[src/rtl/da_pkg.sv]
package da_pkg;
  localparam int unsigned DEF_NUM_TAPS = 4;
  localparam int unsigned DEF_MAX_BITS = 8;
  localparam int unsigned DEF_COEF_W   = 12;

  typedef enum logic {ACC_ADD = 1'b0, ACC_SUB = 1'b1} acc_op_e;
endpackage

[src/rtl/da_lut.sv]
module da_lut #(
  parameter int unsigned ADDR_W = 4,
  parameter int unsigned DATA_W = 12
) (
  input  logic              clk_i,
  input  logic              rst_ni,
  input  logic              we_i,
  input  logic [ADDR_W-1:0] waddr_i,
  input  logic [DATA_W-1:0] wdata_i,
  input  logic [ADDR_W-1:0] raddr_i,
  output logic [DATA_W-1:0] rdata_o
);
  localparam int unsigned DEPTH = 1 << ADDR_W;

  logic [DATA_W-1:0] mem_q [DEPTH];

  always_ff @(posedge clk_i or negedge rst_ni) begin
    if (!rst_ni) begin
      for (int k = 0; k < DEPTH; k++) mem_q[k] <= '0;
    end else if (we_i) begin
      mem_q[waddr_i] <= wdata_i;
    end
  end

  assign rdata_o = mem_q[raddr_i];
endmodule

[src/rtl/da_slice_sreg.sv]
module da_slice_sreg #(
  parameter int unsigned MAX_BITS = 8,
  parameter int unsigned IDX_W    = 3
) (
  input  logic                clk_i,
  input  logic                rst_ni,
  input  logic                load_i,
  input  logic                shift_i,
  input  logic [IDX_W-1:0]    load_prec_i,
  input  logic [IDX_W-1:0]    run_prec_i,
  input  logic [MAX_BITS-1:0] data_i,
  output logic                msb_o
);
  logic [MAX_BITS-1:0] sr_q;

  for (genvar j = 0; j < MAX_BITS; j++) begin : g_stage
    logic ld_en, sh_en, sh_in, bit_q;
    // stage is live only when it falls within the top K positions
    assign ld_en = load_i  && (j + int'(load_prec_i) >= int'(MAX_BITS) - 1);
    assign sh_en = shift_i && (j + int'(run_prec_i)  >= int'(MAX_BITS) - 1);
    if (j == 0) begin : g_bot
      assign sh_in = 1'b0;
    end else begin : g_mid
      // bypass: lowest live stage takes zero instead of a dead neighbour
      assign sh_in = (j - 1 + int'(run_prec_i) >= int'(MAX_BITS) - 1) ? sr_q[j-1] : 1'b0;
    end
    always_ff @(posedge clk_i or negedge rst_ni) begin
      if (!rst_ni)    bit_q <= 1'b0;
      else if (ld_en) bit_q <= data_i[j];
      else if (sh_en) bit_q <= sh_in;
    end
    assign sr_q[j] = bit_q;
  end

  assign msb_o = sr_q[MAX_BITS-1];
endmodule

[src/rtl/da_ctrl.sv]
module da_ctrl #(
  parameter int unsigned IDX_W = 3
) (
  input  logic             clk_i,
  input  logic             rst_ni,
  input  logic             start_i,
  input  logic             load_i,
  input  logic [IDX_W-1:0] prec_i,
  output logic             accept_o,
  output logic             step_o,
  output logic             first_o,
  output logic             last_o,
  output logic             busy_o,
  output logic             done_o
);
  logic             busy_q, done_q;
  logic [IDX_W-1:0] cnt_q;

  assign accept_o = start_i && !load_i && !busy_q;
  assign step_o   = busy_q;
  assign first_o  = busy_q && (cnt_q == '0);
  assign last_o   = busy_q && (cnt_q == prec_i);

  always_ff @(posedge clk_i or negedge rst_ni) begin
    if (!rst_ni) begin
      busy_q <= 1'b0;
      done_q <= 1'b0;
      cnt_q  <= '0;
    end else begin
      done_q <= 1'b0;
      if (accept_o) begin
        busy_q <= 1'b1;
        cnt_q  <= '0;
      end else if (busy_q) begin
        cnt_q <= cnt_q + 1'b1;
        if (last_o) begin
          busy_q <= 1'b0;
          done_q <= 1'b1;
        end
      end
    end
  end

  assign busy_o = busy_q;
  assign done_o = done_q;
endmodule

[src/rtl/da_accum.sv]
module da_accum #(
  parameter int unsigned COEF_W = 12,
  parameter int unsigned ACC_W  = 21,
  parameter int unsigned IDX_W  = 3
) (
  input  logic                     clk_i,
  input  logic                     rst_ni,
  input  logic                     clear_i,
  input  logic                     step_i,
  input  da_pkg::acc_op_e          op_i,
  input  logic                     last_i,
  input  logic [COEF_W-1:0]        entry_i,
  input  logic [IDX_W-1:0]         align_i,
  output logic signed [ACC_W-1:0]  result_o
);
  logic signed [ACC_W-1:0] acc_q, res_q, ent_x, dbl, nxt;

  assign ent_x = {{(ACC_W-COEF_W){entry_i[COEF_W-1]}}, entry_i};
  assign dbl   = acc_q <<< 1;
  assign nxt   = (op_i == da_pkg::ACC_SUB) ? dbl - ent_x : dbl + ent_x;

  always_ff @(posedge clk_i or negedge rst_ni) begin
    if (!rst_ni) begin
      acc_q <= '0;
      res_q <= '0;
    end else begin
      if (clear_i)     acc_q <= '0;
      else if (step_i) acc_q <= nxt;
      if (last_i)      res_q <= nxt <<< align_i;
    end
  end

  assign result_o = res_q;
endmodule

[src/rtl/da_unit.sv]
module da_unit #(
  parameter int unsigned NUM_TAPS = da_pkg::DEF_NUM_TAPS,
  parameter int unsigned MAX_BITS = da_pkg::DEF_MAX_BITS,
  parameter int unsigned COEF_W   = da_pkg::DEF_COEF_W,
  localparam int unsigned ADDR_W  = NUM_TAPS,
  localparam int unsigned IDX_W   = $clog2(MAX_BITS),
  localparam int unsigned ACC_W   = COEF_W + MAX_BITS + 1
) (
  input  logic                         clk_i,
  input  logic                         rst_ni,
  input  logic                         load_i,
  input  logic [NUM_TAPS*MAX_BITS-1:0] samples_i,
  input  logic [IDX_W-1:0]             prec_i,
  input  logic                         tbl_we_i,
  input  logic [ADDR_W-1:0]            tbl_addr_i,
  input  logic [COEF_W-1:0]            tbl_data_i,
  input  logic                         start_i,
  output logic                         busy_o,
  output logic                         done_o,
  output logic [ACC_W-1:0]             result_o
);
  logic             accept, step, first, last, load_ok;
  logic [IDX_W-1:0] prec_q, align;
  logic [ADDR_W-1:0] slice;
  logic [COEF_W-1:0] entry;
  logic signed [ACC_W-1:0] res;
  da_pkg::acc_op_e   op;

  assign load_ok = load_i && !busy_o;

  always_ff @(posedge clk_i or negedge rst_ni) begin
    if (!rst_ni)      prec_q <= IDX_W'(MAX_BITS - 1);
    else if (load_ok) prec_q <= prec_i;
  end

  da_ctrl #(.IDX_W(IDX_W)) u_ctrl (
    .clk_i, .rst_ni, .start_i, .load_i, .prec_i(prec_q),
    .accept_o(accept), .step_o(step), .first_o(first), .last_o(last),
    .busy_o, .done_o
  );

  for (genvar i = 0; i < NUM_TAPS; i++) begin : g_tap
    da_slice_sreg #(.MAX_BITS(MAX_BITS), .IDX_W(IDX_W)) u_sreg (
      .clk_i, .rst_ni,
      .load_i(load_ok), .shift_i(step),
      .load_prec_i(prec_i), .run_prec_i(prec_q),
      .data_i(samples_i[i*MAX_BITS +: MAX_BITS]),
      .msb_o(slice[i])
    );
  end

  da_lut #(.ADDR_W(ADDR_W), .DATA_W(COEF_W)) u_lut (
    .clk_i, .rst_ni, .we_i(tbl_we_i), .waddr_i(tbl_addr_i), .wdata_i(tbl_data_i),
    .raddr_i(slice), .rdata_o(entry)
  );

  assign op    = first ? da_pkg::ACC_SUB : da_pkg::ACC_ADD;
  assign align = IDX_W'(MAX_BITS - 1) - prec_q;

  da_accum #(.COEF_W(COEF_W), .ACC_W(ACC_W), .IDX_W(IDX_W)) u_acc (
    .clk_i, .rst_ni, .clear_i(accept), .step_i(step), .op_i(op),
    .last_i(last), .entry_i(entry), .align_i(align), .result_o(res)
  );

  assign result_o = res;
endmodule

[config.mk]
export PLATFORM = sky130hd
export DESIGN_NAME = da_unit
export DESIGN_NICKNAME = d
export VERILOG_FILES = /design/src/rtl/da_pkg.sv /design/src/rtl/da_lut.sv /design/src/rtl/da_slice_sreg.sv /design/src/rtl/da_ctrl.sv /design/src/rtl/da_accum.sv /design/src/rtl/da_unit.sv
export SDC_FILE = /design/constraint.sdc
export NUM_CORES = 1
export LEC_CHECK = 0
export BUFFER_PORTS_ARGS = -buffer_cell sky130_fd_sc_hd__buf_2
export CORE_MARGIN = 2
export CORE_UTILIZATION = 67
export CTS_CLUSTER_SIZE = 24
export DETAILED_ROUTE_END_ITERATION = 16
export PLACE_DENSITY = 0.88
export SETUP_SLACK_MARGIN = 0.2
export SYNTH_ARGS = -nofsm -noshare
export SYNTH_HDL_FRONTEND = slang
export SYNTH_SLANG_ARGS = --single-unit
[constraint.sdc]
create_clock -name clk_i -period 7.7 [get_ports clk_i]
set_input_delay 0.385 -clock clk_i [delete_from_list [all_inputs] [get_ports clk_i]]
set_output_delay 0.385 -clock clk_i [all_outputs]
set_load 0.1 [all_outputs]
; After elaboration in Yosys (flattened, before gate mapping)
; Index checks and enable logic that the tools add are counted.
[classes]
n_eq_ne = 1
add_sub_neg = 18
bitwise = 2
reduce_logical = 34
shift = 1
muxes = 107
magnitude_cmp = 19
[op_table]
columns = cell, n
row1 = "32-bit by 4-bit >= comparator with 1-bit output, second input constant", 14
row2 = 192-bit bitwise mux, 1
row3 = 1-bit 2-to-1 mux, 96
row4 = 12-bit binary-select mux with 4-bit select, 1
row5 = 12-bit demux with 4-bit select, 1
row6 = 20-bit 2-to-1 mux, 2
row7 = 12-bit 2-to-1 mux, 3
row8 = "3-bit by 3-bit adder with 4-bit output, first input constant", 8
row9 = 1-bit logical AND, 22
row10 = 21-bit by 12-bit adder with 21-bit output, 1
row11 = 21-bit 2-to-1 mux, 1
row12 = 21-bit by 3-bit <<< shifter with 21-bit output, 1
row13 = 21-bit by 12-bit subtractor with 21-bit output, 1
row14 = 2-bit nonzero test, 9
row15 = "2-bit by 3-bit adder with 4-bit output, first input constant", 4
row16 = "5-bit >= comparator, second input constant", 2
row17 = 4-bit inverter with 5-bit output, 2
row18 = "1-bit by 3-bit adder with 4-bit output, first input constant", 2
row19 = "3-bit >= comparator, second input constant", 2
row20 = 3-bit 2-to-1 mux, 2
row21 = "5-bit by 1-bit < comparator with 1-bit output, second input constant", 1
row22 = "3-bit by 1-bit adder with 3-bit output, second input constant", 1
row23 = 3-bit == test, 1
row24 = 3-bit zero test, 1
row25 = other kinds (2), 3
[word_totals]
output_inout_bits = 23
ff_bits = 273
word_cells = 236

; Logic depth before layout (Yosys ltp)
; Gate-level depths: netlist of the first run.
[depth]
ltp_word = 8
mapped_depth = 18
depth_no_buf = 15

; Hierarchy
; A second synthesis of the first run with hierarchy kept.
[unflattened]
cells_unflattened = 1498
area_unflattened_um2 = 16812.4
[modules_own_cells]
columns = mod, instances, area_each_um2, cells_per_inst, seq_area_each_um2
row1 = da_lut, 1, 8674.6, 540, 4804.6
row2 = da_accum, 1, 4465.5, 555, 1026.0
row3 = da_slice_sreg, 4, 807.0, 91, 200.2
row4 = da_ctrl, 1, 295.3, 29, 125.1
row5 = da_unit, 1, 148.9, 10, 78.8

; Worst setup path before layout of the first run
; OpenSTA, ideal clock, no wires.
[synth_timing]
path_type = register to register
startpoint = reg g_tap[0].u_sreg.g_stage[7].bit_q
endpoint = reg u_acc.res_q[20] (netlist: u_acc.result_o[20])
path_buffers = 4
setup_slack_ps = 2700
synth_period_minus_slack_ps = 5000
path_stages_with_launch = 19
arrival_time_ps = 4862
path_cell_list = dfrtp_1 -> buf_6 -> buf_2 -> buf_1 -> mux4_2 -> mux4_2 -> inv_1 -> ha_1 -> clkbuf_1 -> o21ai_0 -> a21oi_1 -> a221o_1 -> or4_1 -> a221o_1 -> xor2_1 -> mux2i_1 -> nor2_1 -> a2111oi_0 -> nor3_1
[synth_via]
elab_chain_cells = 7
[synth_rtl]
columns = item, line_no
row1 = start: declaration, da_slice_sreg.sv:17  ; logic ld_en, sh_en, sh_in, bit_q;
row2 = start signal: assignment, da_slice_sreg.sv:29  ; else if (ld_en) bit_q <= data_i[j];
row3 = start signal: assignment, da_slice_sreg.sv:30  ; else if (sh_en) bit_q <= sh_in;
row4 = 4-bit inverter with 5-bit output (implied by the code) (*), da_lut.sv:25  ; assign rdata_o = mem_q[raddr_i];
row5 = 12-bit binary-select mux with 4-bit select (*), da_lut.sv:25
row6 = 12-bit 2-to-1 mux (implied by the code) (*) (2 in series), da_lut.sv:25
row7 = 21-bit by 12-bit adder with 21-bit output or 21-bit by 12-bit subtractor with 21-bit output (tied branches), da_accum.sv:20  ; assign nxt = (op_i == da_pkg::ACC_SUB) ? dbl - ent_x : dbl + ent_x;
row8 = 21-bit 2-to-1 mux (*), da_accum.sv:20
row9 = 21-bit by 3-bit <<< shifter with 21-bit output (*), da_accum.sv:29  ; if (last_i) res_q <= nxt <<< align_i;
row10 = end signal: assignment, da_accum.sv:29
row11 = end: declaration, da_accum.sv:16  ; logic signed [ACC_W-1:0] acc_q, res_q, ent_x, dbl, nxt;
; Mark *: on every way between the ends. The rest lies on a longest branch, timed or not. The select of a mux whose other input is x is not followed.
; A chain may end at the register's enable or synchronous reset.

; Worst setup path in the final report of the first run
; Ends and elaborated chain as after synthesis.

==> reports/metrics.cfg, run 1 <==
[status]
status = finished clean

[floorplan]
start_util_pct = 67.7
dieArea_um2 = 23900
dieWidth_um = 155
die_h_um = 155
row_count = 55
io_pins = 79
core_area_um2 = 22400

[sta]
finalCritPeriodShare_pct = 72.7
setup_violations = 0
maxSlewViolCount = 0
fin_setup_tns_ns = 0
fmax_mhz = 179
maxSlewHeadroom_pct = 22.5
worst_pin_slew_ns = 1.16
final-hold-violation-count = 0
skew_ns = 0.0170
grt_setup_unrepaired = false
period_needed_ns = 5.60

[synth]
ys_seq_area_share_pct = 45.0
synth_fa_ha_area_share_pct = 5.04
synthTopCellsByArea = dfrtp_1 (44%), mux2_2 (15%), mux4_2 (8.9%), ha_1 (4.8%), nand2_1 (2.6%)
ys_ff_latch = 273
synth_area_leader_cell = dfrtp_1
synth_top_family_by_area = multiplexers
async_reset_ff_share_pct = 100
ys_warn_count = 0
synth_simple_gate_area_share_pct = 8.76
synth-edff-count = 0
synth-xor-area-share_pct = 1.90
avgSynthCellArea_um2 = 11.5
synthCells = 1318
synth_compound_area_share_pct = 12.0
synth_cell_type_count = 69
synthDominantCellAreaShare_pct = 44.5
synth_top_flop_cell = dfrtp_1
synthesis.nets = 1434
muxShareOfSynthArea_pct = 24.2
netlist_area_um2 = 15200

[clock_tree]
clkSlewWorstSetupHoldPaths_ns = 0.07
cts_tree = yes
cts.path.max_buffers = 3
clockRootBuffer = clkbuf_16
hold_buffers = 1
cts_resized = 0
cts.sinks = 273
cts_max_level = 1
cts_inserted_buffers = 27
cts_setup_buffers = 0
clk_latency_ns = 0.56

[setup_path]
cp-start-kind = flip-flop
crit_type = reg2reg
ff2ff_setup_slack_ns = 2.10
end_kind = flip-flop
crit_family = multiplexers
worst-path-max-fanout = 51
crit_chain = mux4_2 > mux4_2 > inv_1 > ha_1 > nor3_1 > nand2b_1 > o211a_1 > o31a_1 > or4b_2 > a311oi_1 > o22ai_1 > xnor2_1 > o32ai_1 > nor3_1
crit_arrival_ns = 6.02
crit_slowest_cell = dfrtp_4
critPathRequiredTime_ns = 8.12
max_stage_delay_ns = 1.06
path_buf_inv = 1

[finish]
drive_gt1_share_pct = 30.5
n_antenna_cell = 0
syn_to_final_growth_pct = 9.61
nets = 1469
final_common_cell = dfrtp_1
layout_common_cells = dfrtp_1 (268), mux2_2 (197), nand2_1 (107)

[drt]
via_per_inst = 6.81
drtIter0Drc = 1062
totalWireLength_um = 39600
drc = 0
wl_per_cell_um = 23.9
vias = 11300
drt_pass1_iterations = 6
postRouteAntennaNets = 0

[placed_design]
io_buffers = 78
routabilityCongestion = 0.912
hpwl_um = 24600

[global_routing]
grt_overflow = 0
grt_start_max_net_pins = 193
antenna_found_initial = 0
track_usage_pct = 33.6
grt_first_pass_wirelength_um = 62600
grt_pass1_vias = 11500

[job]
drv_cap = 0

[worst_hold_path]
hold_path_class = in2reg

## layer usage
| metal | routed length (µm) | share of wire, % | global-route usage, % |
|---|---|---|---|
| met4 | 1910 | 4.8 | 14.6 |
| met3 | 2530 | 6.4 | 4.23 |
| met5 | 0 | 0 | 0 |
| met2 | 19700 | 50 | 56.3 |
| met1 | 15500 | 39 | 44.6 |
## cell usage after synthesis, types with 11 or more instances
library cell and number:
a21o_1 16, a21oi_1 65, a22o_1 11, a31oi_1 17, buf_1 12, clkbuf_1 64, dfrtp_1 270, ha_1 58
inv_1 40, mux2_2 197, mux4_2 60, nand2_1 107, nand2b_1 14, nand3_1 18, nor2_1 58, nor2b_1 12
nor3_1 31, o21ai_0 74, xnor2_1 25
## area by class of cell
| type | count | area (µm²) |
|---|---|---|
| fillers | 1401 | 5790 |
| flip-flops and latches | 273 | 6840 |
| repair buffers | 87 | 483 |
| multi-input cells | 922 | 7900 |
| clock buffers | 34 | 752 |
| inverters | 42 | 158 |
| well taps | 285 | 357 |
| clock inverters | 16 | 155 |
## cells by family (layout without fill, tap and decap cells)
family          Yosys count  in the layout
compound gates          279            279
xor+xnor                 33             33
fa+ha+maj                60             60
buf+inv                 123            179
flops                   273            273
mux                     267            267
simple gates            283            283
## registers in the layout, summed over array words and instances (netlist names)
name,cells
u_ctrl.done_o,1
u_acc.acc_q,20
u_ctrl.busy_o,1
g_tap.u_sreg.g_stage.bit_q,28
u_ctrl.cnt_q,3
g_tap.u_sreg.msb_o,4
u_lut.mem_q,192
prec_q,3
u_acc.result_o,21
## worst paths after layout
check                                                                  start                                            to  cells after the start
worst max-delay path                       g_tap[0].u_sreg.msb_o$_DFFE_PN0P_                u_acc.result_o[20]$_DFFE_PN0P_                     14
worst min-delay path                                           samples_i[27]  g_tap[3].u_sreg.g_stage[3].bit_q$_DFFE_PN0P_                      3
worst max register to register             g_tap[0].u_sreg.msb_o$_DFFE_PN0P_                u_acc.result_o[20]$_DFFE_PN0P_                     14
worst min register to register  g_tap[2].u_sreg.g_stage[1].bit_q$_DFFE_PN0P_  g_tap[2].u_sreg.g_stage[1].bit_q$_DFFE_PN0P_                      2
max in group asynchronous                                             rst_ni                   u_lut.mem_q[22]$_DFFE_PN0P_                      3
min in group asynchronous                                             rst_ni                  u_lut.mem_q[134]$_DFFE_PN0P_                      2
## per-stage QoR
step	instances	setup WS [ns]	hold slack, ns	util (%)	area, µm²
floorplan	1318	2.70	0.0894	-	15200
global placement	1608	2.19	0.402	70.1	15700
detailed placement	1608	2.14	0.411	70.1	15700
CTS	1659	2.12	0.00952	74.2	16600
global route	1659	1.69	0.0369	74.2	16600
finish	1659	2.10	0.0175	74.2	16600
## worst register-to-register path, cell delays in order (launching register included)
cell and delay, ns:
dfrtp_4 1.06, mux4_2 0.64, mux4_2 0.66, inv_1 0.38, ha_1 0.40, nor3_1 0.32, nand2b_1 0.12, o211a_1 0.21
o31a_1 0.14, or4b_2 0.67, a311oi_1 0.25, o22ai_1 0.15, xnor2_1 0.17, o32ai_1 0.22, nor3_1 0.07
Power of run 1 is left out: the tool's default activity adds up to more than one toggle a clock period on the data nets, which glitch-free logic cannot reach.
==> run 2, diff against run 1 <==
Settings changed: CORE_UTILIZATION 67 to 62, PLACE_DENSITY 0.88 to 0.83.
Clock period 7.7 ns to 5.6 ns, I/O delays scaled along.
==> reports/metrics.cfg, run 2 (synthesis results as in run 1) <==
[drt]
wl_per_cell_um = 23.2  ; -2.7%
vias = 11400  ; +1.1%
via_per_inst = 6.59  ; -3.2%
postRouteAntennaNets = 0  ; unchanged
drt_pass1_iterations = 6  ; unchanged
drc = 0  ; unchanged
drtIter0Drc = 1331  ; +25%
totalWireLength_um = 40300  ; +1.6%

[global_routing]
antenna_found_initial = 2  ; +2
track_usage_pct = 31.7  ; -1.9 points
grt_first_pass_wirelength_um = 63800  ; +1.8%
grt_pass1_vias = 11600  ; +0.84%
grt_start_max_net_pins = 138  ; -28%
grt_overflow = 0  ; unchanged

[clock_tree]
hold_buffers = 26  ; +25
clockRootBuffer = clkbuf_16
clk_latency_ns = 0.57  ; about the same
cts.path.max_buffers = 3  ; unchanged
cts_setup_buffers = 0  ; unchanged
cts_tree = yes
cts_resized = 0  ; unchanged
cts_inserted_buffers = 28  ; +3.7%
cts_max_level = 1  ; unchanged
cts.sinks = 273  ; unchanged
clkSlewWorstSetupHoldPaths_ns = 0.06  ; about the same

[setup_path]
ff2ff_path_depth = 15  ; +1
worstReg2RegEnd = u_acc.result_o[20]$_DFFE_PN0P_
ff2ff_setup_slack_ns = 0.54  ; -1.56 ns
r2r-start = g_tap[0].u_sreg.msb_o$_DFFE_PN0P_
worst-path-max-fanout = 21  ; -59%
crit_arrival_ns = 5.47  ; -0.55 ns
critPathRequiredTime_ns = 6.01  ; -2.11 ns
crit_end = u_acc.result_o[20]$_DFFE_PN0P_
end_kind = flip-flop
cp-startpoint = g_tap[0].u_sreg.msb_o$_DFFE_PN0P_
crit_type = reg2reg
cp-start-kind = flip-flop

[finish]
nets = 1501  ; +2.2%
syn_to_final_growth_pct = 12.7
final_common_cell = dfrtp_1
layout_common_cells = dfrtp_1 (268), mux2_2 (197), nand2_1 (107)
largest_reg_flops = 192  ; unchanged
nFillCells = 1566  ; +12%
fin_area_um2 = 17100  ; +2.8%
drive_gt1_share_pct = 30.1  ; -0.36 points
regMostFlops = u_lut.mem_q

[sta]
finalCritPeriodShare_pct = 90.4  ; +18 points
worst_pin_slew_ns = 1.22  ; +0.0598 ns
holdWs_ns = 0.0114  ; -0.00615 ns
grt_setup_unrepaired = false
setup_violations = 0  ; unchanged
final-hold-violation-count = 0  ; unchanged
period_needed_ns = 5.06  ; -0.541 ns
fin_setup_tns_ns = 0  ; unchanged
maxSlewViolCount = 0  ; unchanged
fmax_mhz = 198  ; +11%
maxSlewHeadroom_pct = 18.5  ; -4.0 points
skew_ns = 0.0369  ; +0.0199 ns

[status]
status = finished clean

[job]
drv_cap = 0  ; unchanged

[floorplan]
die_h_um = 160  ; +3.9%
start_util_pct = 62.8  ; -4.9 points
core_area_um2 = 24200  ; +7.8%
row_count = 57  ; +3.6%
dieArea_um2 = 25800  ; +7.8%
dieWidth_um = 160  ; +3.9%
io_pins = 79  ; unchanged

[placed_design]
dpl_cell_area_um2 = 15800  ; +0.77%
routabilityCongestion = 0.948  ; +3.8%
io_buffers = 78  ; unchanged
hpwl_um = 25900  ; +5.4%

[worst_hold_path]
hold_path_class = in2reg

run 2: changes by cell type in the layout (fill, tap and decap cells not counted), sizes merged:
cell	delta
inv	-1
clkbuf	+7
dlygate4sd3	+25
bufinv	+2
buf	+6
clkinv	-2
clkinvlp	-4
diode	+1
run 2: area by class of cell:
cell class / instances / area (µm²) / area share, %
diodes: 1 / 2.50 / 0.0146
inverters: 42 / 158 / 0.921
clock inverters: 11 / 180 / 1.05
repair buffers: 118 / 803 / 4.69
multi-input cells: 922 / 7900 / 46.2
flip-flops and latches: 273 / 6840 / 40.0
clock buffers: 41 / 820 / 4.79
well taps: 324 / 405 / 2.37
run 2: worst max-delay path, stage by stage, from the launching register on:
cell	delay, ns
dfrtp_4	0.63
buf_12	0.25
mux4_2	0.52
mux4_2	0.64
inv_1	0.18
ha_1	0.33
nor3_1	0.32
nand2b_1	0.13
o211a_1	0.22
o31a_1	0.14
or4b_2	0.66
a311oi_1	0.26
o22ai_1	0.14
xnor2_1	0.16
o32ai_1	0.24
nor3_1	0.07
run 2: routing by layer:
layer	track usage, %	part of all wire [%]	up-vias
li1	-	-	4996
met1	40.7	38	5676
met2	50.8	48	557
met3	6.53	7.4	191
met4	17.6	5.8	2
met5	0	0.032	-
run 2: through the flow:
stage	worst slack, ns	std cells	utilization [%]
floorplan	0.600	1318	-
finish	0.540	1732	70.8
detailed placement	0.584	1653	65.5
global route	0.238	1732	70.8
global placement	0.647	1653	65.5
CTS	0.534	1731	70.8
run 2: worst min-delay path by stage:
stage | slack (ns) | from | cells past startpoint | endpoint
4_1_cts | 0.002 | samples_i[15] | 3 | g_tap[1].u_sreg.msb_o$_DFFE_PN0P_
3_5_place_dp | 0.47 | rst_ni | 1 | u_lut.mem_q[120]$_DFFE_PN0P_
3_3_place_gp | 0.46 | u_acc.result_o[4]$_DFFE_PN0P_ | 2 | u_acc.result_o[4]$_DFFE_PN0P_
2_1_floorplan | -0.02 | rst_ni | 0 | g_tap[0].u_sreg.g_stage[0].bit_q$_DFFE_PN0P_
5_1_grt | 0.001 | samples_i[23] | 3 | g_tap[2].u_sreg.msb_o$_DFFE_PN0P_
6_report | 0.01 | samples_i[15] | 3 | g_tap[1].u_sreg.msb_o$_DFFE_PN0P_
Power of run 2 is left out for the same reason.
==> run 3, diff against run 2 <==
Settings changed: CTS_CLUSTER_DIAMETER set to 200, PLACE_DENSITY 0.83 to unset, PLACE_DENSITY_LB_ADDON set to 0.25.
==> reports/metrics.cfg, run 3 (synthesis results as in run 1) <==
[global_routing]
grt_overflow = 0  ; unchanged
grt_pass1_vias = 10700  ; -7.5%
track_usage_pct = 29.6  ; -2.1 points
grt_start_max_net_pins = 153  ; +11%
grt_first_pass_wirelength_um = 59800  ; -6.3%
antenna_found_initial = 1  ; -1

[sta]
maxSlewViolCount = 0  ; unchanged
grt_setup_unrepaired = false
fin_setup_tns_ns = 0  ; unchanged
final-hold-violation-count = 0  ; unchanged
holdWs_ns = 0.00979  ; -0.00158 ns
setup_violations = 0  ; unchanged
maxSlewHeadroom_pct = 26.3  ; +7.9 points
period_needed_ns = 4.99  ; -0.0659 ns
postLayoutSetupSlackWorst_ns = 0.606  ; +0.0659 ns
skew_ns = 0.0195  ; -0.0174 ns
finalCritPeriodShare_pct = 89.2  ; -1.2 points
fmax_mhz = 200  ; +1.3%
worst_pin_slew_ns = 1.10  ; -0.119 ns

[clock_tree]
cts.sinks = 273  ; unchanged
cts_tree = yes
clockRootBuffer = clkbuf_16
hold_buffers = 20  ; -23%
clk_latency_ns = 0.52  ; -0.05 ns
clkSlewWorstSetupHoldPaths_ns = 0.10  ; +0.04 ns
cts_inserted_buffers = 15  ; -46%
cts.path.max_buffers = 3  ; unchanged
cts_setup_buffers = 0  ; unchanged
cts_resized = 0  ; unchanged
cts_max_level = 1  ; unchanged

[floorplan]
dieWidth_um = 160  ; unchanged
start_util_pct = 62.8  ; unchanged
core_area_um2 = 24200  ; unchanged
die_h_um = 160  ; unchanged
row_count = 57  ; unchanged
dieArea_um2 = 25800  ; unchanged
io_pins = 79  ; unchanged

[setup_path]
crit_type = reg2reg
crit_family = simple AND/OR/NAND/NOR gates
critPathRequiredTime_ns = 5.99  ; -0.02 ns
max_stage_delay_ns = 0.65  ; about the same
worst-path-max-fanout = 26  ; +24%
path_buf_inv = 2  ; unchanged
crit_chain = buf_12 > mux4_2 > mux4_2 > inv_1 > ha_1 > nor2b_1 > nor3_1 > nand2_1 > o31a_1 > or4b_2 > a311oi_1 > o22ai_1 > xnor2_1 > o32ai_1 > nor3_1
end_kind = flip-flop
cp-start-kind = flip-flop
crit_slowest_cell = or4b_2
crit_arrival_ns = 5.39  ; -0.08 ns

[finish]
layout_common_cells = dfrtp_1 (268), mux2_2 (197), nand2_1 (107)
largest_reg_flops = 192  ; unchanged
regMostFlops = u_lut.mem_q
drive_gt1_share_pct = 28.9  ; -1.2 points
final_common_cell = dfrtp_1
nets = 1486  ; -1.0%
syn_to_final_growth_pct = 8.64
fin_cells = 1700  ; -1.8%

[drt]
drtIter0Drc = 1202  ; -9.7%
drt_pass1_iterations = 6  ; unchanged
totalWireLength_um = 37400  ; -7.1%
postRouteAntennaNets = 0  ; unchanged
drc = 0  ; unchanged
via_per_inst = 6.42  ; -2.7%
vias = 10900  ; -4.5%
wl_per_cell_um = 22.0  ; -5.3%

[worst_hold_path]
hold_path_class = in2reg

[placed_design]
routabilityCongestion = 0.967  ; +2.0%
io_buffers = 78  ; unchanged
post-place-ws_ns = 0.644  ; +0.0601 ns
dpl.cell_count = 1657  ; +0.24%
hpwl_um = 25400  ; -2.0%

[status]
status = finished clean

[job]
drv_cap = 0  ; unchanged

==> run 3: cell types whose count changed in the layout (fill, tap and decap cells not counted) <==
cell | before | now
clkbuf_16 | 28 | 15
clkbuf_8 | 7 | 0
clkinv_2 | 6 | 0
dlygate4sd3_1 | 26 | 20
buf_4 | 11 | 15
bufinv_16 | 4 | 0
clkbuf_1 | 6 | 5
clkinv_16 | 1 | 0
inv_12 | 0 | 1
inv_6 | 0 | 1
nor2_1 | 49 | 50
nor2_2 | 9 | 8
==> run 3: final cells by class <==
type,count,area [µm²]
Tap cell,324,405
Clock inverter,2,25.0
Timing Repair Buffer,116,773
Sequential cell,273,6840
Antenna cell,1,2.50
Fill cell,1732,7680
Inverter,42,158
Clock buffer,20,394
Multi-Input combinational cell,922,7900
==> run 3: routing by layer <==
metal | track usage, % | routed length, µm
met5 | 0 | 0
met4 | 10.4 | 1310
met3 | 3.15 | 1520
met2 | 49.4 | 18400
met1 | 40.9 | 16200
==> run 3: path summary, 6_finish.rpt <==
kind                                                    from                                           end  slack, ns  depth (start not counted)
max                        g_tap[0].u_sreg.msb_o$_DFFE_PN0P_                u_acc.result_o[20]$_DFFE_PN0P_       0.61                         15
min                                            samples_i[24]  g_tap[3].u_sreg.g_stage[0].bit_q$_DFFE_PN0P_       0.01                          2
max reg2reg                g_tap[0].u_sreg.msb_o$_DFFE_PN0P_                u_acc.result_o[20]$_DFFE_PN0P_       0.61                         15
min reg2reg                    u_acc.result_o[4]$_DFFE_PN0P_                 u_acc.result_o[4]$_DFFE_PN0P_       0.48                          2
max in group asynchronous                             rst_ni             g_tap[0].u_sreg.msb_o$_DFFE_PN0P_       3.76                          3
min in group asynchronous                             rst_ni                   u_acc.acc_q[11]$_DFFE_PN0P_       0.46                          2
==> run 3: through the flow <==
step	utilization, %	cell area (µm²)
floorplan	-	15200
finish	68.2	16500
CTS	68.2	16500
global route	68.2	16500
detailed placement	65.7	15900
global placement	65.7	15900
Power of run 3 is left out for the same reason.
